**src/rtl/sbi_pkg.sv**
```systemverilog
package sbi_pkg;

    typedef enum logic {
        OP_ADD = 1'b0,
        OP_MUL = 1'b1
    } op_e;

    // Highest remaining-cycle count at which a pending source may be read.
    function automatic int unsigned src_window(bit fwd);
        return fwd ? 2 : 1;
    endfunction

    // Cycles from the issue edge through the store cycle.
    function automatic int unsigned span_of(op_e op, int unsigned add_lat, int unsigned mul_lat);
        return ((op == OP_MUL) ? mul_lat : add_lat) + 1;
    endfunction

endpackage

```
**src/rtl/sbi_stage_pair.sv**
```systemverilog
module sbi_stage_pair #(
    parameter type item_t = logic
) (
    input  logic  clk,
    input  logic  rst,
    input  logic  in_valid,
    input  item_t in_item,
    output logic  in_ready,
    input  logic  advance,
    output logic  dec_valid,
    output item_t dec_item
);

    logic  fet_v_q, dec_v_q;
    item_t fet_q, dec_q;
    logic  dec_free;

    assign dec_free  = !dec_v_q || advance;
    assign in_ready  = !fet_v_q || dec_free;
    assign dec_valid = dec_v_q;
    assign dec_item  = dec_q;

    always_ff @(posedge clk) begin
        if (rst) begin
            fet_v_q <= 1'b0;
            dec_v_q <= 1'b0;
            fet_q   <= '0;
            dec_q   <= '0;
        end else begin
            if (dec_free) begin
                dec_v_q <= fet_v_q;
                dec_q   <= fet_q;
            end
            if (in_ready) begin
                fet_v_q <= in_valid;
                fet_q   <= in_item;
            end
        end
    end

endmodule

```
**src/rtl/sbi_scoreboard.sv**
```systemverilog
module sbi_scoreboard #(
    parameter int NREG    = 8,
    parameter int REG_W   = 3,
    parameter int CNT_W   = 3,
    parameter bit FORWARD = 1'b0
) (
    input  logic             clk,
    input  logic             rst,
    input  logic             set_en,
    input  logic [REG_W-1:0] set_dst,
    input  logic [CNT_W-1:0] set_span,
    output logic [NREG-1:0]  src_ok,
    output logic [NREG-1:0]  dst_ok,
    output logic [NREG-1:0]  valid,
    output logic [NREG-1:0]  wb
);
    import sbi_pkg::*;

    localparam logic [CNT_W-1:0] SRC_WIN = CNT_W'(src_window(FORWARD));
    localparam logic [CNT_W-1:0] ONE     = CNT_W'(1);

    for (genvar r = 0; r < NREG; r++) begin : g_reg
        logic [CNT_W-1:0] left_q;

        always_ff @(posedge clk) begin
            if (rst) begin
                left_q <= '0;
            end else if (set_en && (set_dst == REG_W'(r))) begin
                left_q <= set_span;
            end else if (left_q != '0) begin
                left_q <= left_q - ONE;
            end
        end

        assign valid[r]  = (left_q == '0);
        assign wb[r]     = (left_q == ONE);
        assign dst_ok[r] = (left_q <= ONE);
        assign src_ok[r] = (left_q <= SRC_WIN);
    end

endmodule

```
**src/rtl/sbi_unit.sv**
```systemverilog
module sbi_unit #(
    parameter int LAT       = 4,
    parameter bit PIPELINED = 1'b0,
    parameter int OCC_W     = 3
) (
    input  logic             clk,
    input  logic             rst,
    input  logic             start,
    output logic             free,
    output logic [OCC_W-1:0] occ
);

    logic [LAT-1:0] stage_q;

    always_ff @(posedge clk) begin
        if (rst) begin
            stage_q <= '0;
        end else begin
            stage_q <= {stage_q[LAT-2:0], start};
        end
    end

    if (PIPELINED) begin : g_pipe
        assign free = 1'b1;
    end else begin : g_shared
        // The unit is free next cycle when only the last execute slot is taken.
        assign free = ~|stage_q[LAT-2:0];
    end

    assign occ = OCC_W'($countones(stage_q));

endmodule

```
**src/rtl/sb_issue_ctrl.sv**
```systemverilog
module sb_issue_ctrl
    import sbi_pkg::*;
#(
    parameter int NREG      = 8,
    parameter int ADD_LAT   = 4,
    parameter int MUL_LAT   = 6,
    parameter bit PIPELINED = 1'b0,
    parameter bit FORWARD   = 1'b0,
    localparam int REG_W     = $clog2(NREG),
    localparam int ADD_OCC_W = $clog2(ADD_LAT + 1),
    localparam int MUL_OCC_W = $clog2(MUL_LAT + 1)
) (
    input  logic                 clk,
    input  logic                 rst,
    input  logic                 in_valid,
    input  logic                 in_op,
    input  logic [REG_W-1:0]     in_dst,
    input  logic [REG_W-1:0]     in_src1,
    input  logic [REG_W-1:0]     in_src2,
    output logic                 in_ready,
    output logic                 dec_valid,
    output logic                 stall,
    output logic                 issue_valid,
    output logic                 issue_op,
    output logic [REG_W-1:0]     issue_dst,
    output logic [ADD_OCC_W-1:0] add_occ,
    output logic [MUL_OCC_W-1:0] mul_occ,
    output logic [NREG-1:0]      wb_mask,
    output logic [NREG-1:0]      sb_valid
);

    localparam int MAX_LAT = (ADD_LAT > MUL_LAT) ? ADD_LAT : MUL_LAT;
    localparam int CNT_W   = $clog2(MAX_LAT + 2);

    typedef struct packed {
        op_e              op;
        logic [REG_W-1:0] dst;
        logic [REG_W-1:0] src1;
        logic [REG_W-1:0] src2;
    } instr_t;

    instr_t           fetch_in, dec_q;
    logic             dec_v, go;
    logic [NREG-1:0]  src_ok, dst_ok;
    logic             add_free, mul_free, unit_ok, regs_ok;
    logic [CNT_W-1:0] span;

    assign fetch_in = '{op: op_e'(in_op), dst: in_dst, src1: in_src1, src2: in_src2};

    sbi_stage_pair #(.item_t(instr_t)) u_front (
        .clk       (clk),
        .rst       (rst),
        .in_valid  (in_valid),
        .in_item   (fetch_in),
        .in_ready  (in_ready),
        .advance   (go),
        .dec_valid (dec_v),
        .dec_item  (dec_q)
    );

    assign regs_ok = src_ok[dec_q.src1] && src_ok[dec_q.src2] && dst_ok[dec_q.dst];
    assign unit_ok = (dec_q.op == OP_MUL) ? mul_free : add_free;
    assign go      = dec_v && regs_ok && unit_ok;
    assign span    = CNT_W'(span_of(dec_q.op, ADD_LAT, MUL_LAT));

    sbi_scoreboard #(
        .NREG    (NREG),
        .REG_W   (REG_W),
        .CNT_W   (CNT_W),
        .FORWARD (FORWARD)
    ) u_sb (
        .clk      (clk),
        .rst      (rst),
        .set_en   (go),
        .set_dst  (dec_q.dst),
        .set_span (span),
        .src_ok   (src_ok),
        .dst_ok   (dst_ok),
        .valid    (sb_valid),
        .wb       (wb_mask)
    );

    sbi_unit #(.LAT(ADD_LAT), .PIPELINED(PIPELINED), .OCC_W(ADD_OCC_W)) u_add (
        .clk   (clk),
        .rst   (rst),
        .start (go && (dec_q.op == OP_ADD)),
        .free  (add_free),
        .occ   (add_occ)
    );

    sbi_unit #(.LAT(MUL_LAT), .PIPELINED(PIPELINED), .OCC_W(MUL_OCC_W)) u_mul (
        .clk   (clk),
        .rst   (rst),
        .start (go && (dec_q.op == OP_MUL)),
        .free  (mul_free),
        .occ   (mul_occ)
    );

    assign dec_valid   = dec_v;
    assign stall       = dec_v && !go;
    assign issue_valid = go;
    assign issue_op    = dec_q.op;
    assign issue_dst   = dec_q.dst;

endmodule

```
**config.mk**
```make
export PLATFORM = sky130hd
export DESIGN_NAME = sb_issue_ctrl
export DESIGN_NICKNAME = d
export VERILOG_FILES = /design/src/rtl/sbi_pkg.sv /design/src/rtl/sbi_stage_pair.sv /design/src/rtl/sbi_scoreboard.sv /design/src/rtl/sbi_unit.sv /design/src/rtl/sb_issue_ctrl.sv
export SDC_FILE = /design/constraint.sdc
export NUM_CORES = 1
export LEC_CHECK = 0
export BUFFER_PORTS_ARGS = -buffer_cell sky130_fd_sc_hd__buf_4
export CAP_MARGIN = 20
export CORE_AREA = 5 5 122 66
export CTS_CLUSTER_DIAMETER = 50
export DETAILED_ROUTE_END_ITERATION = 16
export DIE_AREA = 0 0 127 71
export PLACE_DENSITY = 0.69
export SLEW_MARGIN = 0
export SYNTH_ARGS = -nofsm -noshare
export SYNTH_HDL_FRONTEND = slang
export SYNTH_SLANG_ARGS = --single-unit
```
**constraint.sdc**
```tcl
create_clock -name clk -period 2.8 [get_ports clk]
set_input_delay 0.42 -clock clk [delete_from_list [all_inputs] [get_ports clk]]
set_output_delay 0.42 -clock clk [all_outputs]
set_load 0.1 [all_outputs]
```
# After elaboration in Yosys (flattened, before gate mapping)
# Cells that the tools add are included.
# classes
addsub	17
n_lt_le_gt_ge	11
n_eq_ne	15
muxes	24
bitwise_logic	1
reduce_logical	49
# op_table
operator	n
3-bit 2-to-1 mux	16
3-bit by 1-bit equality test with 1-bit output, second input constant	9
3-bit zero test	9
3-bit by 1-bit less-or-equal comparator with 1-bit output, second input constant	8
3-bit nonzero test	8
3-bit by 1-bit subtractor with 3-bit output, second input constant	8
2-bit nonzero test	8
1-bit logical AND	15
3-bit equality test, second input constant	4
3-bit by 4-bit less-than comparator with 1-bit output, second input constant	3
1-bit by 1-bit adder with 2-bit output	5
3-bit adder	3
1-bit binary-select mux with 3-bit select	3
3-bit by 2-bit equality test with 1-bit output, second input constant	2
1-bit zero test	5
5-bit OR reduction	1
1-bit 2-to-1 mux	4
3-bit by 1-bit adder with 3-bit output, second input constant	1
3-bit OR reduction	1
1-bit logical OR	2
2-bit 2-to-1 mux	1
1-bit inverter	1
# totals
register_bits	56
inputBits	13
output_inout_bits	30
elab_cells	137

# Depth between registers and ports, before layout
# depth
word_depth	9
depth_mapped	10

# Modules after synthesis
# A second synthesis with hierarchy kept.
# hier_totals
hier_cells	369
area_unflattened_um2	3311.9
# modules_own_cells
mod	instances	cells_each	area_per_inst_um2	seq_area_each_um2
sbi_scoreboard	1	197	1732.9	480.5
sbi_stage_pair	1	96	834.6	440.4
sbi_unit (u_mul)	1	26	290.3	120.1
sb_issue_ctrl	1	32	264.0	0.0
sbi_unit (u_add)	1	18	190.2	80.1

# Worst setup path before layout
# OpenSTA, ideal clock, no wires.
# synth_timing
path_kind	reg2out
from	register u_mul.stage_q[0]
to	output mul_occ[2]
arrival_time_ns	2.836
path_slack_ns	-0.456
stages_incl_launch_ff	6
n_path_buf	0
path_cell_list	dfxtp_1 -> inv_1 -> ha_1 -> fa_1 -> ha_1 -> xnor2_1
# synth_between
elab_chain_len	3
# synth_rtl
element	line_no	rtl
start, declared	sbi_unit.sv:13	logic [LAT-1:0] stage_q;
start signal, assigned	sbi_unit.sv:19	stage_q <= {stage_q[LAT-2:0], start};
1-bit by 1-bit adder with 2-bit output (not written as such)	sbi_unit.sv:30	assign occ = OCC_W'($countones(stage_q));
3-bit adder (not written as such) (2 in a row)	sbi_unit.sv:30	
end, declared	sb_issue_ctrl.sv:27	output logic [MUL_OCC_W-1:0] mul_occ,
# Every way passes these cells.

# Worst setup path in the final report
# layout_timing
from	register u_sb.g_reg[3].left_q[1]
to	output stall
# layout_between
elab_chain_len	9
# layout_rtl
element	line_no	rtl
start, declared	sbi_scoreboard.sv:23	logic [CNT_W-1:0] left_q;
start signal, assigned	sbi_scoreboard.sv:29	left_q <= set_span;
start signal, assigned	sbi_scoreboard.sv:31	left_q <= left_q - ONE;
3-bit by 1-bit less-or-equal comparator with 1-bit output (*)	sbi_scoreboard.sv:37, sbi_scoreboard.sv:38	
1-bit binary-select mux with 3-bit select	sb_issue_ctrl.sv:61	assign regs_ok = src_ok[dec_q.src1] && src_ok[dec_q.src2] && dst_ok[dec_q.dst];
1-bit 2-to-1 mux (not written as such)	sb_issue_ctrl.sv:61	
1-bit logical AND	sb_issue_ctrl.sv:61	
1-bit logical AND (*)	sb_issue_ctrl.sv:61	
1-bit logical AND (*) (2 in a row)	sb_issue_ctrl.sv:63	assign go = dec_v && regs_ok && unit_ok;
1-bit zero test (*)	sb_issue_ctrl.sv:100	assign stall = dec_v && !go;
1-bit logical AND (*)	sb_issue_ctrl.sv:100	
end, declared	sb_issue_ctrl.sv:22	output logic stall,
# Every way passes the cells marked *; elsewhere a longest branch is shown, timed or not. The select of a mux whose other input is x is not followed.

==> impl_metrics.json <==
{
  "ir_drop_v": 0.0009018,
  "root_buffer": "clkbuf_16",
  "overflow": 0,
  "cp.arrival_ns": 2.27,
  "clockBufferDepth": 2,
  "rsz0062_at_grt": "no",
  "syn_to_final_growth_pct": 17.83,
  "first_pass_iters": 4,
  "finalMaxSlewViolations": 0,
  "crit_type": "reg -> out",
  "die_h_um": 71,
  "drc": 0,
  "core_region_area_mm2": 0.006992,
  "cts-hold-fix-buffers": 0,
  "htree_levels": 2,
  "initial_core_util_pct": 47.48,
  "grt_max_degree": 37,
  "final_antenna_net_count": 0,
  "finalPower_mw": 4.716,
  "syn_avg_cell_area_um2": 9.221,
  "num_vias": 2705,
  "finalSetupViolations": 0,
  "status": "finished clean",
  "synth_flop_cell": "dfxtp_1",
  "n_antenna_cell": 0,
  "p_leak_nw": 1.767,
  "timing.final.crit_share_pct": 95.98,
  "ys_ff_latch": 56,
  "final_common_cell": "buf_4",
  "drv_cap": 0,
  "grt_pass1_vias": 2559,
  "tns_ns": 0,
  "grtUsageTotal_pct": 18.10,
  "syn_nets": 410,
  "clock_sinks": 56,
  "cts_buffers": 5,
  "drive_gt1_share_pct": 22.19,
  "port_buffers": 42,
  "path_max_fanout": 4,
  "grt_first_pass_wirelength_mm": 13.08,
  "slew_headroom_pct": 57.69,
  "async_flop_share_pct": 0,
  "ys_seq_area_share_pct": 33.77,
  "num-nets-final": 451,
  "max_freq_mhz": 372.1,
  "hold_slack_ns": 0.3619,
  "avgViaCountPerCell": 5.443,
  "fin_worst_skew_ns": 0.003372,
  "multiInputGateArea_mm2": 0.001929,
  "drt-initial-drc-count": 227,
  "holdCritPathClass": "in -> reg",
  "worst_pin_slew_ns": 0.6339,
  "power.density_mw_per_mm2": 1206,
  "worst_setup_path_start_kind": "flop",
  "stdcell_count": 497,
  "synthesis.area_mm2": 0.003319,
  "seq_area_mm2": 0.001130,
  "clock_latency_ns": 0.30,
  "synth_edf_count": 0,
  "nFillCells": 637,
  "critPathRequiredTime_ns": 2.38,
  "row_count": 22,
  "antenna_found_initial": 0,
  "worst_setup_path_end_kind": "output pin",
  "finalHoldViolations": 0,
  "dieArea_mm2": 0.009017,
  "io_pins": 43,
  "die_w_um": 127,
  "most-common-layout-cells": "buf_4, dfxtp_1, inv_1, ha_1, nor2_1",
  "cts_tree": "built",
  "synth_cells": 360,
  "drt-total-wl_mm": 8.066,
  "final_util_pct": 55.94,
  "gp_congestion": 0.8548,
  "wl_per_cell_um": 16.23,
  "ys_warn_count": 0,
  "yosysUniqueCellTypes": 44,
  "period_needed_ns": 2.687,
  "dp_cells": 485,
  "dp_hpwl_mm": 6.082,
  "clk_pin_slew_worst_paths_ns": 0.07
}
## synth_stat cells (2+ instances only)
master	n	share of area [%]
a31oi_1	4	0.75
nand3_1	2	0.30
nand4_1	7	1.3
clkbuf_1	6	0.68
fa_1	3	1.8
nand2_1	19	2.1
xnor2_1	9	2.4
nor2_1	25	2.8
nor4b_2	2	0.90
a221oi_1	5	1.3
buf_6	3	1.0
nor3_1	7	1.1
nand2b_1	5	0.94
inv_1	46	5.2
a21oi_1	18	2.7
a32o_1	18	5.4
a32oi_1	2	0.53
ha_1	34	13
o21ai_2	2	0.53
dfxtp_1	56	34
o21bai_1	6	1.4
nor3_2	2	0.60
mux2i_1	17	5.1
or4_4	2	0.68
nor3b_1	11	2.5
buf_4	9	2.0
o211ai_1	9	2.0
o21bai_2	2	0.68
nor2b_1	14	2.6
## registers in the layout, indices dropped and copies added (netlist names)
| register | cells |
|---|---|
| u_add.stage_q | 4 |
| u_front.dec_item | 10 |
| u_front.dec_valid | 1 |
| u_front.fet_q | 10 |
| u_front.fet_v_q | 1 |
| u_mul.stage_q | 6 |
| u_sb.g.left_q | 24 |
## layout make-up
type	count	area share (%)
Multi-Input combinational cell	238	49.33
Sequential cell	56	28.89
Timing Repair Buffer	54	10.88
Inverter	46	4.415
Clock buffer	6	3.295
Tap cell	96	3.071
Clock inverter	1	0.1280
## report_power, final
group / internal [mW] / switching (mW) / leakage (nW)
logic: 0.886 / 2.00 / 1.24
registers: 0.982 / 0.234 / 0.464
clock network: 0.327 / 0.288 / 0.0667
## worst paths after layout
check | end | depth (start not counted) | slack, ns | startpoint
min reg2reg | u_mul.stage_q[4] | 2 | 0.47 | u_mul.stage_q[3]
max reg2reg | u_sb.g_reg[7].left_q[1] | 10 | 0.32 | u_sb.g_reg[3].left_q[1]
max | stall | 9 | 0.11 | u_sb.g_reg[3].left_q[1]
min | u_front.fet_q[2] | 2 | 0.36 | in_src2[2]
## routing by layer
layer | up-vias | share of wire [%] | global-route usage [%]
met1 | 1277 | 52 | 28.12
met3 | 7 | 7.7 | 4.827
met2 | 90 | 40 | 24.65
li1 | 1331 | - | -
met4 | 0 | 0.84 | 3.567
met5 | - | 0 | 0
## repair_timing
action / CTS / global route
pin swaps: 3 / 6
buffers inserted: 2 / 3
resized for setup: 6 / 12
setup endpoints to repair: 3 / 3
## cell families (layout without fill, tap and decap cells)
logic type	after synthesis	in the layout	synth area share, %
flops	56	56	33.77
mux	17	17	5.126
simple gates	101	101	17.11
xor+xnor	9	9	2.375
fa+ha+maj	37	37	14.63
buf+inv	66	107	9.197
compound gates	74	74	17.79
## critical path, cell delays in order (launching register included)
cell	delay, ns
dfxtp_1	0.36
inv_1	0.09
ha_1	0.19
o21bai_1	0.22
a31oi_1	0.27
nor3_2	0.11
o41ai_4	0.35
o21ai_2	0.13
inv_2	0.09
buf_12	0.17
## per-stage QoR
| stage | cell area (um2) | setup slack, ns |
|---|---|---|
| 2_1_floorplan | 3329 | 0.01850 |
| 3_3_place_gp | 3685 | 0.2675 |
| 3_5_place_dp | 3685 | 0.2436 |
| 4_1_cts | 3857 | 0.00002087 |
| 5_1_grt | 3911 | 0.001686 |
| 6_report | 3911 | 0.1126 |
Note: power is estimated with default switching activity, not from simulation.
